`src/rtl/qtl_pkg.sv`:
```
package qtl_pkg;

    localparam int NODE_W  = 32;
    localparam int BLOCK_W = 2 * NODE_W;
    localparam int PTR_W   = NODE_W - 1;

    // Node word: top bit flags a leaf, remaining bits point somewhere.
    typedef struct packed {
        logic             leaf;
        logic [PTR_W-1:0] ptr;
    } node_t;

    typedef enum logic [2:0] {
        ST_IDLE    = 3'd0,
        ST_RD_NODE = 3'd1,
        ST_EVAL    = 3'd2,
        ST_RD_LO   = 3'd3,
        ST_GET_LO  = 3'd4,
        ST_GET_HI  = 3'd5
    } walk_st_t;

    // Index of the highest set bit (0 for an input of zero).
    function automatic int unsigned floor_log2(input logic [31:0] v);
        int unsigned r;
        r = 0;
        for (int i = 0; i < 32; i++) begin
            if (v[i]) r = i;
        end
        return r;
    endfunction

endpackage

```
`src/rtl/qtl_quad_step.sv`:
```
module qtl_quad_step #(
    parameter int COORD_W = 12,
    parameter int WID_W   = COORD_W + 1
) (
    input  logic [COORD_W-1:0] x_in,
    input  logic [COORD_W-1:0] y_in,
    input  logic [WID_W-1:0]   half,
    output logic [COORD_W-1:0] x_out,
    output logic [COORD_W-1:0] y_out,
    output logic [1:0]         quad
);

    localparam int EXT_W = WID_W - COORD_W;

    logic [COORD_W-1:0] c_in  [2];
    logic [COORD_W-1:0] c_out [2];
    logic [1:0]         upper;

    assign c_in[0] = x_in;
    assign c_in[1] = y_in;

    // One compare-and-subtract lane per axis.
    for (genvar a = 0; a < 2; a++) begin : g_axis
        logic [WID_W-1:0] ext;
        assign ext      = {{EXT_W{1'b0}}, c_in[a]};
        assign upper[a] = (ext >= half);
        assign c_out[a] = upper[a] ? COORD_W'(ext - half) : c_in[a];
    end

    assign x_out = c_out[0];
    assign y_out = c_out[1];
    // Child order: y weight 2, x weight 1.
    assign quad  = {upper[1], upper[0]};

endmodule

```
`src/rtl/qtl_depth_limit.sv`:
```
module qtl_depth_limit
    import qtl_pkg::*;
#(
    parameter int WID_W = 13,
    parameter int CNT_W = 4
) (
    input  logic             clk,
    input  logic             rst,
    input  logic             load,
    input  logic [WID_W-1:0] tex_w,
    input  logic             step,
    output logic             at_cap
);

    logic [CNT_W-1:0] cap_q;
    logic [CNT_W-1:0] cnt_q;

    always_ff @(posedge clk) begin
        if (rst) begin
            cap_q <= '0;
            cnt_q <= '0;
        end else if (load) begin
            cap_q <= CNT_W'(floor_log2(32'(tex_w)) + 1);
            cnt_q <= '0;
        end else if (step) begin
            cnt_q <= cnt_q + 1'b1;
        end
    end

    assign at_cap = (cnt_q == cap_q);

    AST_STEP_BOUND: assert property (@(posedge clk) disable iff (rst)
        cnt_q <= cap_q);

    AST_NO_STEP_AT_CAP: assert property (@(posedge clk) disable iff (rst)
        at_cap && !load |-> !step);

endmodule

```
`src/rtl/qtl_block_assembler.sv`:
```
module qtl_block_assembler
    import qtl_pkg::*;
(
    input  logic               clk,
    input  logic               rst,
    input  logic               cap_lo,
    input  logic               cap_hi,
    input  logic [NODE_W-1:0]  word,
    output logic [BLOCK_W-1:0] data_o
);

    logic [NODE_W-1:0] lo_q;

    always_ff @(posedge clk) begin
        if (rst) begin
            lo_q   <= '0;
            data_o <= '0;
        end else begin
            if (cap_lo) lo_q <= word;
            if (cap_hi) data_o <= {word, lo_q};
        end
    end

    AST_HI_AFTER_LO: assert property (@(posedge clk) disable iff (rst)
        cap_hi |-> $past(cap_lo));

endmodule

```
`src/rtl/qtl_block_locator.sv`:
```
module qtl_block_locator
    import qtl_pkg::*;
#(
    parameter int COORD_W = 12,
    parameter int MIP_W   = 4,
    parameter int MEM_AW  = 31
) (
    input  logic                 clk,
    input  logic                 rst,
    input  logic                 start,
    input  logic [COORD_W-1:0]   blk_x,
    input  logic [COORD_W-1:0]   blk_y,
    input  logic [MIP_W-1:0]     mip,
    input  logic [COORD_W:0]     tex_w,
    output logic                 busy,
    output logic                 done,
    output logic                 err,
    output logic [BLOCK_W-1:0]   blk_data,
    output logic                 mem_rd_en,
    output logic [MEM_AW-1:0]    mem_addr,
    input  logic [NODE_W-1:0]    mem_rdata
);

    localparam int WID_W = COORD_W + 1;
    localparam int CNT_W = $clog2(WID_W + 2);

    walk_st_t           state_q;
    logic [MEM_AW-1:0]  ptr_q;
    logic [COORD_W-1:0] x_q, y_q;
    logic [WID_W-1:0]   span_q;
    logic               done_q, err_q;

    node_t              node;
    logic [COORD_W-1:0] nx, ny;
    logic [1:0]         quad;
    logic               accept, descend, at_cap;
    logic               cap_lo, cap_hi;

    assign node    = node_t'(mem_rdata);
    assign accept  = (state_q == ST_IDLE) && start;
    assign descend = (state_q == ST_EVAL) && !node.leaf && !at_cap;
    assign cap_lo  = (state_q == ST_GET_LO);
    assign cap_hi  = (state_q == ST_GET_HI);

    qtl_quad_step #(
        .COORD_W (COORD_W),
        .WID_W   (WID_W)
    ) u_quad (
        .x_in  (x_q),
        .y_in  (y_q),
        .half  (span_q >> 1),
        .x_out (nx),
        .y_out (ny),
        .quad  (quad)
    );

    qtl_depth_limit #(
        .WID_W (WID_W),
        .CNT_W (CNT_W)
    ) u_depth (
        .clk    (clk),
        .rst    (rst),
        .load   (accept),
        .tex_w  (tex_w),
        .step   (descend),
        .at_cap (at_cap)
    );

    qtl_block_assembler u_asm (
        .clk    (clk),
        .rst    (rst),
        .cap_lo (cap_lo),
        .cap_hi (cap_hi),
        .word   (mem_rdata),
        .data_o (blk_data)
    );

    always_ff @(posedge clk) begin
        if (rst) begin
            state_q <= ST_IDLE;
            ptr_q   <= '0;
            x_q     <= '0;
            y_q     <= '0;
            span_q  <= '0;
            done_q  <= 1'b0;
            err_q   <= 1'b0;
        end else begin
            done_q <= 1'b0;
            unique case (state_q)
                ST_IDLE: begin
                    if (start) begin
                        x_q     <= blk_x;
                        y_q     <= blk_y;
                        ptr_q   <= MEM_AW'(mip);
                        span_q  <= tex_w >> mip;
                        err_q   <= 1'b0;
                        state_q <= ST_RD_NODE;
                    end
                end
                ST_RD_NODE: state_q <= ST_EVAL;
                ST_EVAL: begin
                    if (node.leaf) begin
                        ptr_q   <= node.ptr[MEM_AW-1:0];
                        state_q <= ST_RD_LO;
                    end else if (at_cap) begin
                        err_q   <= 1'b1;
                        done_q  <= 1'b1;
                        state_q <= ST_IDLE;
                    end else begin
                        ptr_q   <= node.ptr[MEM_AW-1:0] + MEM_AW'(quad);
                        x_q     <= nx;
                        y_q     <= ny;
                        span_q  <= span_q >> 1;
                        state_q <= ST_RD_NODE;
                    end
                end
                ST_RD_LO:  state_q <= ST_GET_LO;
                ST_GET_LO: state_q <= ST_GET_HI;
                ST_GET_HI: begin
                    done_q  <= 1'b1;
                    state_q <= ST_IDLE;
                end
                default:   state_q <= ST_IDLE;
            endcase
        end
    end

    assign busy      = (state_q != ST_IDLE);
    assign done      = done_q;
    assign err       = err_q;
    assign mem_rd_en = (state_q == ST_RD_NODE) || (state_q == ST_RD_LO)
                    || (state_q == ST_GET_LO);
    assign mem_addr  = (state_q == ST_GET_LO) ? ptr_q + 1'b1 : ptr_q;

    AST_DONE_PULSE: assert property (@(posedge clk) disable iff (rst)
        done |=> !done);

    AST_DONE_IDLE: assert property (@(posedge clk) disable iff (rst)
        done |-> !busy);

    AST_START_TAKEN: assert property (@(posedge clk) disable iff (rst)
        start && !busy |=> busy);

    AST_ROOT_FIRST: assert property (@(posedge clk) disable iff (rst)
        start && !busy |=> mem_rd_en && mem_addr == MEM_AW'($past(mip)));

    AST_PAIR_ADDR: assert property (@(posedge clk) disable iff (rst)
        mem_rd_en && $past(mem_rd_en) |-> mem_addr == $past(mem_addr) + 1'b1);

    AST_RESULT_HOLD: assert property (@(posedge clk) disable iff (rst)
        !done |-> $stable(blk_data));

    AST_ERR_WITH_DONE: assert property (@(posedge clk) disable iff (rst)
        $rose(err) |-> done);

endmodule

```
`config.mk`:
```
export PLATFORM = sky130hd
export DESIGN_NAME = qtl_block_locator
export DESIGN_NICKNAME = d
export VERILOG_FILES = /design/src/rtl/qtl_pkg.sv /design/src/rtl/qtl_quad_step.sv /design/src/rtl/qtl_depth_limit.sv /design/src/rtl/qtl_block_assembler.sv /design/src/rtl/qtl_block_locator.sv
export SDC_FILE = /design/constraint.sdc
export NUM_CORES = 1
export LEC_CHECK = 0
export BUFFER_PORTS_ARGS = -buffer_cell sky130_fd_sc_hd__buf_2
export CORE_UTILIZATION = 61
export DETAILED_ROUTE_END_ITERATION = 8
export PLACE_DENSITY = 0.86
export SYNTH_ARGS = -nofsm -noshare
export SYNTH_HDL_FRONTEND = slang
export SYNTH_SLANG_ARGS = --single-unit
```
`constraint.sdc`:
```
create_clock -name clk -period 4.8 [get_ports clk]
set_input_delay 0.96 -clock clk [delete_from_list [all_inputs] [get_ports clk]]
set_output_delay 0.96 -clock clk [all_outputs]
set_load 0.01 [all_outputs]
```
==> summary.md, run 1 <==
| Metric | Value |
|---|---|
| Sw Ratio | a little under a third |
| # Post-CTS Setup Buffers | 0 |
| FF-to-FF path depth | 17 |
| Clk sinks | between 150 and 200 |
| Synth Area per Inst | ~7.7 sq um |
| Slew headroom | between 20% and 30% |
| Die W | around 130 um |
| First-pass GRT wire length | 38700 um |
| Post-synthesis sequential area ratio | a little under two fifths |
| Status | finished, violations left |
| Final Hold Viols | 0 |
| GRT Overall Usage | around 30% |
| Lkg Pwr | approximately 0.0044 uW |
| Final Cycle Share | roughly four fifths |
| Drc violations | 2 |
| TritonCTS Buffers | 17 |
| WS Path Type | flop to flop |
| Worst-margin pin slew | roughly 1.1 ns |
| Die ar. | 16000 sq um |
| Final Util | around 70% |
| Post-synth cell types | between 70 and 80 |
| Post-route clock skew | about 0.019 ns |
| Clock Pin Slew Worst Setup and Hold Paths | around 0.070 ns |
| Synth Register Bits | approximately 180 |
| Initial Util | just over 60% |
| Crit. End Element | flop |
| Max Fclk | roughly 260 MHz |
| CP Data Required Time | 5.09 ns |
| Crit-path max cell delay | about 0.4 ns |
| Ys flop type | dfxtp_1 |
| Syn Nets | between 1k and 1.5k |
| DR pass1 iterations | 9 |
| Max clock buf depth | 2 |
| Setup TNS | 0 ns |
| Number of synthesized flops with an enable pin | 0 |
| Number of global-route vias before repair | 8006 |
| IO Port Bufs | about 170 |
| Mapped Cells | around 1.2k |
| Slew Viols, Final | 0 |
| Wire per inst | approximately 15 um |
| Final Setup Violations | 0 |
| # hold bufs at CTS | 0 |
| Cells after DPL | about 1.5k |
| Commonest non-fill, non-tap cell in the layout | nand2_1 |
| Clock power share | about a third |
| Fillers | roughly 1.2k |
| Peak supply drop | 0.000304 V |
| PwrDens | roughly 350 nW/um^2 |
| Yosys warning count | 0 |
| Initial antenna violation count | 0 |
| Boundary Pins | around 180 |
| Final WL | 24000 um |
| CP cell instances | inv_1 -> ha_1 -> fa_1 -> nand2b_1 -> a21oi_1 -> o21ai_0 -> nand3_1 -> ha_1 -> inv_1 -> fa_1 -> nor3b_2 -> nand2b_1 -> nor3_4 -> nand3_1 -> xnor2_1 -> a22oi_1 -> nor2_1 |
| Placer congestion estimate | approximately 0.9 |
| Detailed placement HPWL | roughly 17000 um |
| Via count | about 9.0k |
| Share of layout cells above drive strength 1 | around 18% |
| 1st-iter DRT viols | 727 |
| CTS tree | yes |
| Ys async rst share | 0% |
| Comb power frac | ~25% |
| # diodes | 0 |
| Cell area after synthesis | 9450 sq um |
| Hold Path Cell Cnt | 2 |
| Grt ovf | 0 |
| Seq. cell area | about 3500 sq um |
| Worst slack, placed | approximately 1.0 ns |
| Max cap viols | 0 |
| Overall power | 3840 uW |
| Non-Filler Instances | roughly 1.6k |
| Largest net degree at the start of global routing | 79 |
| Post-layout nets | 1459 |
| Violated checks | DRC |
| Post-CTS Resized | 0 |
| Highest-count cells in the layout ignoring fill and taps | nand2_1, dfxtp_1, buf_2 |
| H-tree lvl count | 4 |
| Hold Path Class | flop to flop |
| Critical path's top delay family | simple AND/OR/NAND/NOR gates |
| Core area | roughly 15000 sq um |
| Final min period | 3.84 ns |
| CP max FO | 6 |
| Vias per std cell | 5.77 |
| Clk Latency, worst-skew pair | about 0.43 ns |
| Unrepaired setup endpoints after global routing | no |
| CP Data Arrival Time | just over 4 ns |
| CP Launch Type | flop |
| Reg power frac | approximately 40% |
| Final setup margin | between 0.9 and 1 ns |
| Post-route antenna net violation count | 0 |
| Root Buffer | clkbuf_16 |
| Multi-input combinational cell area | roughly 5500 sq um |
| Crit. path cell count | 17 |
| Internal power | about 2600 uW |
| Area grow syn2layout | 14.9% |
| Slowest CP cell | fa_1 |
| Sw power | around 1200 uW |
| Cell Rows | 45 |
| WP buf/inv | 2 |
| Chip Height | 126 um |
path summary, 6_finish.rpt:
kind | start | to | slack (ns)
max reg2reg | x_q[0] | ptr_q[22] | 0.96
min reg2reg | u_asm.lo_q[5] | u_asm.data_o[5] | 0.45
max | x_q[0] | ptr_q[22] | 0.96
min | u_asm.lo_q[5] | u_asm.data_o[5] | 0.45
stage by stage:
step           instance area, sq um  hold WS [ns]
2_1_floorplan                  9450         0.432
3_3_place_gp                  10300         0.433
3_5_place_dp                  10300         0.443
4_1_cts                       10900         0.452
5_1_grt                       10900         0.465
6_report                      10900         0.450
synth_stat cells (8+ instances only):
master / number / area, sq um
dfxtp_1: 176 / 3520
inv_1: 34 / 128
xnor2_1: 52 / 455
nand2_1: 284 / 1070
xor2_1: 25 / 219
nand4_1: 12 / 75.1
a21oi_1: 156 / 781
clkbuf_1: 48 / 180
o21ai_0: 32 / 160
nand2b_1: 8 / 50.1
and3_1: 8 / 50.1
and2_1: 9 / 56.3
buf_2: 12 / 60.1
ha_1: 29 / 363
a221oi_1: 8 / 70.1
nor2_1: 99 / 372
nand3_1: 39 / 195
mux2i_1: 15 / 150
a311oi_1: 15 / 131
nor3_1: 13 / 65.1
a211oi_1: 30 / 225
cell type report:
type	count	share of cell area [%]
multi-input cells	940	50.5
flip-flops and latches	176	32.5
repair buffers	180	8.49
clock buffers	17	3.92
well taps	188	2.17
inverters	36	1.25
clock inverters	13	1.20
power groups by stage:
stage | clock, uW | sequential [uW] | combinational (uW)
4_1_cts | 1320 | 1580 | 934
5_1_grt | 1380 | 1580 | 1050
3_5_place_dp | 0 | 1610 | 920
3_3_place_gp | 0 | 1610 | 900
6_report | 1320 | 1580 | 947
2_1_floorplan | 0 | 1590 | 722
worst register-to-register path: cells and delay by family, from the launching register on:
family                     cells  cell delay (ns)
and+or+nand+nor                7             1.34
adders and majority gates      4             1.19
AOI/OAI and AO/OA              3             0.59
DFF                            1             0.33
xor gates and xnor gates       1             0.14
buffers and inverters          2             0.10
metal layers:
| metal | track usage, % | up-vias | share of wire [%] |
|---|---|---|---|
| met5 | 0 | - | 0 |
| met4 | 10.8 | 0 | 1.8 |
| met3 | 6.12 | 40 | 7.0 |
| met2 | 47.5 | 304 | 46 |
| met1 | 40.6 | 4155 | 46 |
| li1 | - | 4452 | - |
sequential cells by signal, indices dropped and copies added (netlist names), 3 cells and up:
register / flops
u_asm.data_o: 64
x_q: 12
u_asm.lo_q: 32
ptr_q: 31
y_q: 12
u_depth.cap_q: 4
span_q: 12
u_depth.cnt_q: 4
state_q: 3
cells by family after synthesis:
logic type	synth area share, %
xor gates and xnor gates	7.14
muxes	2.19
adders and majority gates	4.48
DFF	37.3
AOI/OAI and AO/OA	18.7
buffers and inverters	4.81
and+or+nand+nor	25.4
Power figures use the tool's default switching activity.
==> run 2: changes to the inputs <==
--- a/config.mk
+++ b/config.mk
@@ -5,10 +5,11 @@
 export SDC_FILE = /design/constraint.sdc
 export NUM_CORES = 1
 export LEC_CHECK = 0
+export ABC_AREA = 1
 export BUFFER_PORTS_ARGS = -buffer_cell sky130_fd_sc_hd__buf_2
-export CORE_UTILIZATION = 61
+export CORE_UTILIZATION = 57
 export DETAILED_ROUTE_END_ITERATION = 8
-export PLACE_DENSITY = 0.86
+export PLACE_DENSITY = 0.81
 export SYNTH_ARGS = -nofsm -noshare
 export SYNTH_HDL_FRONTEND = slang
 export SYNTH_SLANG_ARGS = --single-unit
==> constraint.sdc (replaced) <==
create_clock -name clk -period 3.8 [get_ports clk]
set_input_delay 0.76 -clock clk [delete_from_list [all_inputs] [get_ports clk]]
set_output_delay 0.76 -clock clk [all_outputs]
set_load 0.01 [all_outputs]
==> run 2 against run 1 <==
  * Via count is 20% higher
  * Area after synthesis up 9.9%
  * Highest routed layer is now met5
  * Global-route usage up 1.6 points
  * Largest power group unchanged
  * First-iteration DRC count grew 22%
  * Core utilization shrank 3.5 points
  * Worst hold slack worse by 0.0073 ns
  * Register-to-register slack got worse by 0.54 ns
  * Synthesized cell count rose by 32%
  * Critical path type unchanged
  * Total power up 43%
  * Sequential cell count unchanged
  * Routed wire length rose by 22%
  * Sequential power rose by 30%
  * The run now ends clean
==> summary.md, run 2 <==
| Metric | Value |
|---|---|
| Commonest non-fill, non-tap cell in the layout | nand2_1 |
| DR pass1 iterations | 5 |
| Wire per inst | between 10 and 15 um |
| Vias per std cell | 5.40 |
| Boundary Pins | 175 |
| Mux contribution to synthesized area | 0.0964% |
| CP Data Arrival Time | between 3 and 4 ns |
| Setup TNS | 0 ns |
| Grt ovf | 0 |
| TritonCTS Buffers | 17 |
| H-tree lvl count | 4 |
| Cell with the most instances after synthesis | nand2_1 |
| Crit-path max cell delay | 0.41 ns |
| Status | complete, no violations |
| Initial antenna violation count | 1 |
| Initial Util | between 50% and 60% |
| Area contributors post-synth | dfxtp_1, nand2_1, a21oi_1, o21ai_0, inv_1 |
| 1st-iter DRT viols | slightly below 900 |
| Max reg flops | 64 |
| Slowest CP cell | fa_1 |
| CTS tree | yes |
| First-pass GRT wire length | between 40000 and 50000 um |
| Slew Viols, Final | 0 |
| Detailed placement HPWL | about 22000 um |
| Final WL | roughly 29000 um |
| Clk sinks | about 180 |
| WS Path Type | flop to flop |
| GRT Overall Usage | a little under a third |
| Root Buffer | clkbuf_16 |
| # Post-CTS Setup Buffers | 0 |
| Slew headroom | between 10% and 20% |
| Drc violations | 0 |
| Reg with most FFs | u_asm.data_o |
| Cell Rows | 48 |
| Final Hold Viols | 0 |
| Final min period | 3.38 ns |
| Xor and xnor area share after synthesis | approximately 3.7% |
| Post-synthesis compound-gate area fraction | 18.3% |
| Synth cell count leaders | nand2_1, inv_1, a21oi_1, dfxtp_1, o21ai_0 |
| Via count | 10.8k |
| Peak supply drop | between 0.0003 and 0.0004 V |
| Simple-gate share of the synthesized area | 28.8% |
| Share of layout cells above drive strength 1 | 14.6% |
| Yosys warning count | 0 |
| Number of synthesized flops with an enable pin | 0 |
| # diodes | 0 |
| Post-synthesis sequential area ratio | between 30% and 40% |
| Post-CTS Resized | 0 |
| Max Fclk | a little under 300 MHz |
| Post-route antenna net violation count | 0 |
| Max clock buf depth | 2 |
| Design Area, Final | between 10000 and 15000 sq um |
| Die W | ~140 um |
| Crit. End Element | flop |
| Final Cycle Share | 88.8% |
| Cell area after synthesis | approximately 10000 sq um |
| Worst-margin pin slew | around 1.2 ns |
| Ys flop type | dfxtp_1 |
| Post-layout nets | around 1.9k |
| Die ar. | ~19000 sq um |
| Final Setup Violations | 0 |
| Clk Latency, worst-skew pair | between 0.4 and 0.5 ns |
| Core area | approximately 18000 sq um |
| Unrepaired setup endpoints after global routing | no |
| Synth Register Bits | roughly 180 |
| Main combinational cell family by area after synthesis | simple AND/OR/NAND/NOR gates |
| # hold bufs at CTS | 0 |
| Clock Pin Slew Worst Setup and Hold Paths | around 0.07 ns |
| Top cell type's share of synthesized area | between 30% and 40% |
| Chip Height | about 140 um |
| CP cell instances | ha_1 -> fa_1 -> inv_1 -> nand2_1 -> nand3_1 -> nand2_1 -> nand3_1 -> ha_1 -> inv_1 -> fa_1 -> inv_1 -> nand3_1 -> nor2_2 -> nand3_2 -> nor3_2 -> nand2_1 -> nand2_1 -> nand3_1 -> a21oi_1 |
| Yosys top cell by area | dfxtp_1 |
| Placer congestion estimate | 0.960 |
| Non-Filler Instances | ~2.0k |
| CP Launch Type | flop |
| Cells after DPL | 1960 |
| Area post-placement | 11400 sq um |
| IO Port Bufs | 173 |
| Synth Area per Inst | between 6 and 7 sq um |
| PwrDens | 459 nW/um^2 |
| Hold Path Class | flop to flop |
| Highest-count cells in the layout ignoring fill and taps | nand2_1, inv_1, a21oi_1 |
| Adder-cell share of the synthesized area | under 10% |
| Syn Nets | 1722 |
| Mapped Cells | approximately 1.6k |
| Top Registers | u_asm.data_o x64, u_asm.lo_q x32, ptr_q x31 |
| CP max FO | 5 |
| Largest net degree at the start of global routing | between 90 and 100 |
| CP Data Required Time | between 4 and 5 ns |
| Post-synth cell types | 41 |
| Area grow syn2layout | 15.1% |
| Lkg Pwr | 0.00563 uW |
| Post-route clock skew | ~0.012 ns |
| Ys async rst share | 0% |
| Max cap viols | 0 |
| Number of global-route vias before repair | 9275 |
## run 2: cell types whose count changed after synthesis, sizes merged, moves of 25 or more
cell,change
a211oi,-30
nor2,+56
nand2,+94
nand3,+53
xnor2,-38
inv,+196
o21ai,+145
a21oi,+25
## run 2: worst paths after layout
check | to | cells after the start | slack, ns | startpoint
worst max register to register | ptr_q[18] | 19 | 0.42 | span_q[1]
worst min register to register | u_asm.data_o[60] | 2 | 0.44 | u_asm.data_o[60]
worst min-delay path | u_asm.data_o[60] | 2 | 0.44 | u_asm.data_o[60]
worst max-delay path | ptr_q[18] | 19 | 0.42 | span_q[1]
## run 2: layout make-up
type / count / area, sq um
clock buffer: 17 / 425
clock inverter: 15 / 169
fill: 1628 / 5580
inverter: 233 / 876
multi-input combinational: 1141 / 5720
sequential: 176 / 3520
tap: 225 / 282
timing repair buffer: 185 / 956
## run 2: logic make-up after synthesis
group                    count (synthesis)
flip-flops                             176
AND/OR/NAND/NOR                        692
adder cells (fa/ha/maj)                 32
buffers and inverters                  297
XOR/XNOR                                44
AO/OA/AOI/OAI                          372
multiplexers                             1
## run 2: through the flow
| step | util, % | setup slack [ns] | power [uW] | hold slack, ns |
|---|---|---|---|---|
| finish | 68.2 | 0.424 | 5480 | 0.443 |
| CTS | 68.2 | 0.450 | 5470 | 0.445 |
| global placement | 64.8 | 0.493 | 3710 | 0.428 |
| detailed placement | 64.8 | 0.463 | 3740 | 0.434 |
| global route | 68.2 | 0.134 | 5800 | 0.459 |
| floorplan | - | 0.937 | 3310 | 0.433 |
## run 2: power breakdown
part	internal, uW	total (uW)	switching [uW]	leakage (uW)
combinational	575	1680	1110	0.00392
clock	883	1740	856	0.000283
sequential	1960	2060	100	0.00143
total	3420	5480	2060	0.00563
## run 2: worst max-delay path, delay by kind of cell (launching register included)
family | cells | cell delay, ns
and+or+nand+nor | 11 | 1.35
adders and majority gates | 4 | 1.21
DFF | 1 | 0.37
buffers and inverters | 3 | 0.28
AOI/OAI and AO/OA | 1 | 0.11
## run 2: routing by layer
metal | track usage, % | routed length, um | part of all wire (%)
met3 | 4.37 | 2070 | 7.1
met2 | 46.9 | 12300 | 42
met4 | 9.77 | 584 | 2.0
met1 | 46.6 | 14300 | 49
met5 | 0 | 12 | 0.041
==> run 3: changes to the inputs <==
--- a/config.mk
+++ b/config.mk
@@ -7,9 +7,9 @@
 export LEC_CHECK = 0
 export ABC_AREA = 1
 export BUFFER_PORTS_ARGS = -buffer_cell sky130_fd_sc_hd__buf_2
-export CORE_UTILIZATION = 57
+export CORE_UTILIZATION = 55
 export DETAILED_ROUTE_END_ITERATION = 8
-export PLACE_DENSITY = 0.81
+export PLACE_DENSITY = 0.78
 export SYNTH_ARGS = -nofsm -noshare
 export SYNTH_HDL_FRONTEND = slang
 export SYNTH_SLANG_ARGS = --single-unit
==> run 3 against run 2 <==
  * Via count is 0.45% lower
  * Fmax is 2.8% lower
  * Design area hardly changed
  * Critical path depth stayed put
  * Highest routed layer is now met4
  * Critical endpoint is now ptr_q[16]
  * Worst hold slack worse by 0.0016 ns
  * Die area is 3.6% higher
  * Largest power group unchanged
  * Sequential share of layout area hardly changed
  * First-iteration DRC count is 3.3% higher
  * Global-route usage is 1.4 points lower
  * Final cell count is 0.10% higher
  * Combinational power hardly changed
==> summary.md, run 3 (same netlist as run 2, synthesis figures left out) <==
| Metric | Value |
|---|---|
| Status | complete, no violations |
| Via count | around 11k |
| CP Data Required Time | between 4 and 5 ns |
| Final min period | roughly 3.5 ns |
| Final Hold Viols | 0 |
| Max reg flops | 64 |
| Die W | around 140 um |
| Core area | ~18000 sq um |
| Boundary Pins | 175 |
| Placer congestion estimate | 0.951 |
| 1st-iter DRT viols | ~920 |
| Final Cycle Share | 91.3% |
| Setup TNS | 0 ns |
| Post-CTS Resized | 0 |
| IO Port Bufs | between 150 and 200 |
| CTS tree | yes |
| Initial Util | a little under three fifths |
| Area grow syn2layout | 15.2% |
| Die ar. | slightly below 20000 sq um |
| Post-route clock skew | 0.0140 ns |
| Vias per std cell | 5.37 |
| H-tree lvl count | 4 |
| # Post-CTS Setup Buffers | 0 |
| Number of global-route vias before repair | between 9k and 10k |
| Top Registers | u_asm.data_o x64, u_asm.lo_q x32, ptr_q x31 |
| Drc violations | 0 |
| Worst-margin pin slew | around 1.2 ns |
| Crit. End Element | flop |
| Peak supply drop | 0.000327 V |
| Chip Height | 139 um |
| Max cap viols | 0 |
| GRT Overall Usage | between 30% and 40% |
| Worst slack, placed | roughly 0.39 ns |
| Final setup margin | approximately 0.33 ns |
| Detailed placement HPWL | ~22000 um |
| Wire per inst | 14.5 um |
| Max clock buf depth | 2 |
| Final Util | approximately two thirds |
| Max Fclk | 288 MHz |
| Clock Pin Slew Worst Setup and Hold Paths | 0.07 ns |
| Area post-placement | between 10000 and 15000 sq um |
| Highest-count cells in the layout ignoring fill and taps | nand2_1, inv_1, a21oi_1 |
| Largest net degree at the start of global routing | 87 |
| Post-route antenna net violation count | 0 |
| Final WL | between 20000 and 30000 um |
| Share of layout cells above drive strength 1 | between 10% and 20% |
| CP Data Arrival Time | 3.83 ns |
| Overall power | roughly 5500 uW |
| Clk Latency, worst-skew pair | around 0.44 ns |
| Unrepaired setup endpoints after global routing | no |
| WS Path Type | flop to flop |
| TritonCTS Buffers | 17 |
| Clk sinks | approximately 180 |
| Commonest non-fill, non-tap cell in the layout | nand2_1 |
| Post-layout nets | between 1.5k and 2k |
| CP max FO | 5 |
| PwrDens | 463 nW/um^2 |
| CP Launch Type | flop |
| Root Buffer | clkbuf_16 |
| Final Setup Violations | 0 |
| # hold bufs at CTS | 0 |
| DR pass1 iterations | 5 |
| Slew Viols, Final | 0 |
| Slew headroom | between 20% and 30% |
| Design Area, Final | 12000 sq um |
| Reg with most FFs | u_asm.data_o |
| First-pass GRT wire length | between 40000 and 50000 um |
| Fillers | between 1.5k and 2k |
| Hold Path Class | flop to flop |
| Lkg Pwr | around 0.0056 uW |
| Cell Rows | just under 50 |
| Grt ovf | 0 |
| Initial antenna violation count | 2 |
run 3: cell count changes in the layout (fill, tap and decap cells not counted), sizes merged:
cell / previous run / this run
clkinv: 8 / 6
clkinvlp: 2 / 1
inv: 238 / 240
diode: 0 / 2
buf: 185 / 181
bufinv: 0 / 1
run 3: worst paths after layout:
kind / startpoint / endpoint / slack, ns / depth (start not counted)
worst max register to register: span_q[1] / ptr_q[16] / 0.33 / 19
worst max-delay path: span_q[1] / ptr_q[16] / 0.33 / 19
worst min-delay path: u_asm.data_o[55] / u_asm.data_o[55] / 0.44 / 2
worst min register to register: u_asm.data_o[55] / u_asm.data_o[55] / 0.44 / 2
run 3: power breakdown:
part	internal [uW]	switching, uW
Sequential	1960	93.9
Clock	952	853
Combinational	570	1110
Total	3480	2050
run 3: area by class of cell:
type / count / area (sq um) / share of cell area, %
multi-input combinational: 1141 / 5720 / 47.9
sequential: 176 / 3520 / 29.5
timing repair buffer: 181 / 926 / 7.74
inverter: 233 / 876 / 7.33
clock buffer: 17 / 425 / 3.56
tap: 229 / 287 / 2.40
clock inverter: 15 / 191 / 1.60
antenna: 2 / 5.00 / 0.0419
run 3: per-stage QoR:
stage	instances	hold WS [ns]
after floorplan	1614	0.433
after global placement	1960	0.429
after detailed placement	1960	0.433
after CTS	1992	0.444
after global routing	1994	0.458
final	1994	0.442
run 3: per-layer routing:
| metal | GRT usage [%] | share of wire, % | vias to the layer above |
|---|---|---|---|
| met5 | 0 | 0 | - |
| met4 | 8.07 | 1.6 | 0 |
| met3 | 3.54 | 6.8 | 42 |
| met2 | 46.4 | 43 | 384 |
| met1 | 44.4 | 49 | 4803 |
| li1 | - | - | 5477 |
run 3: critical path, stage by stage (launching register included):
cell     delay (ns)
dfxtp_1        0.37
ha_1           0.25
fa_1           0.37
inv_1          0.12
nand2_1        0.10
nand3_1        0.09
nand2_1        0.07
nand3_1        0.13
ha_1           0.20
inv_1          0.06
fa_1           0.41
inv_1          0.11
nand3_1        0.14
nor2_2         0.24
nand3_2        0.15
nor3_2         0.24
inv_1          0.07
nand2_1        0.06
nand3_1        0.07
a21oi_1        0.16
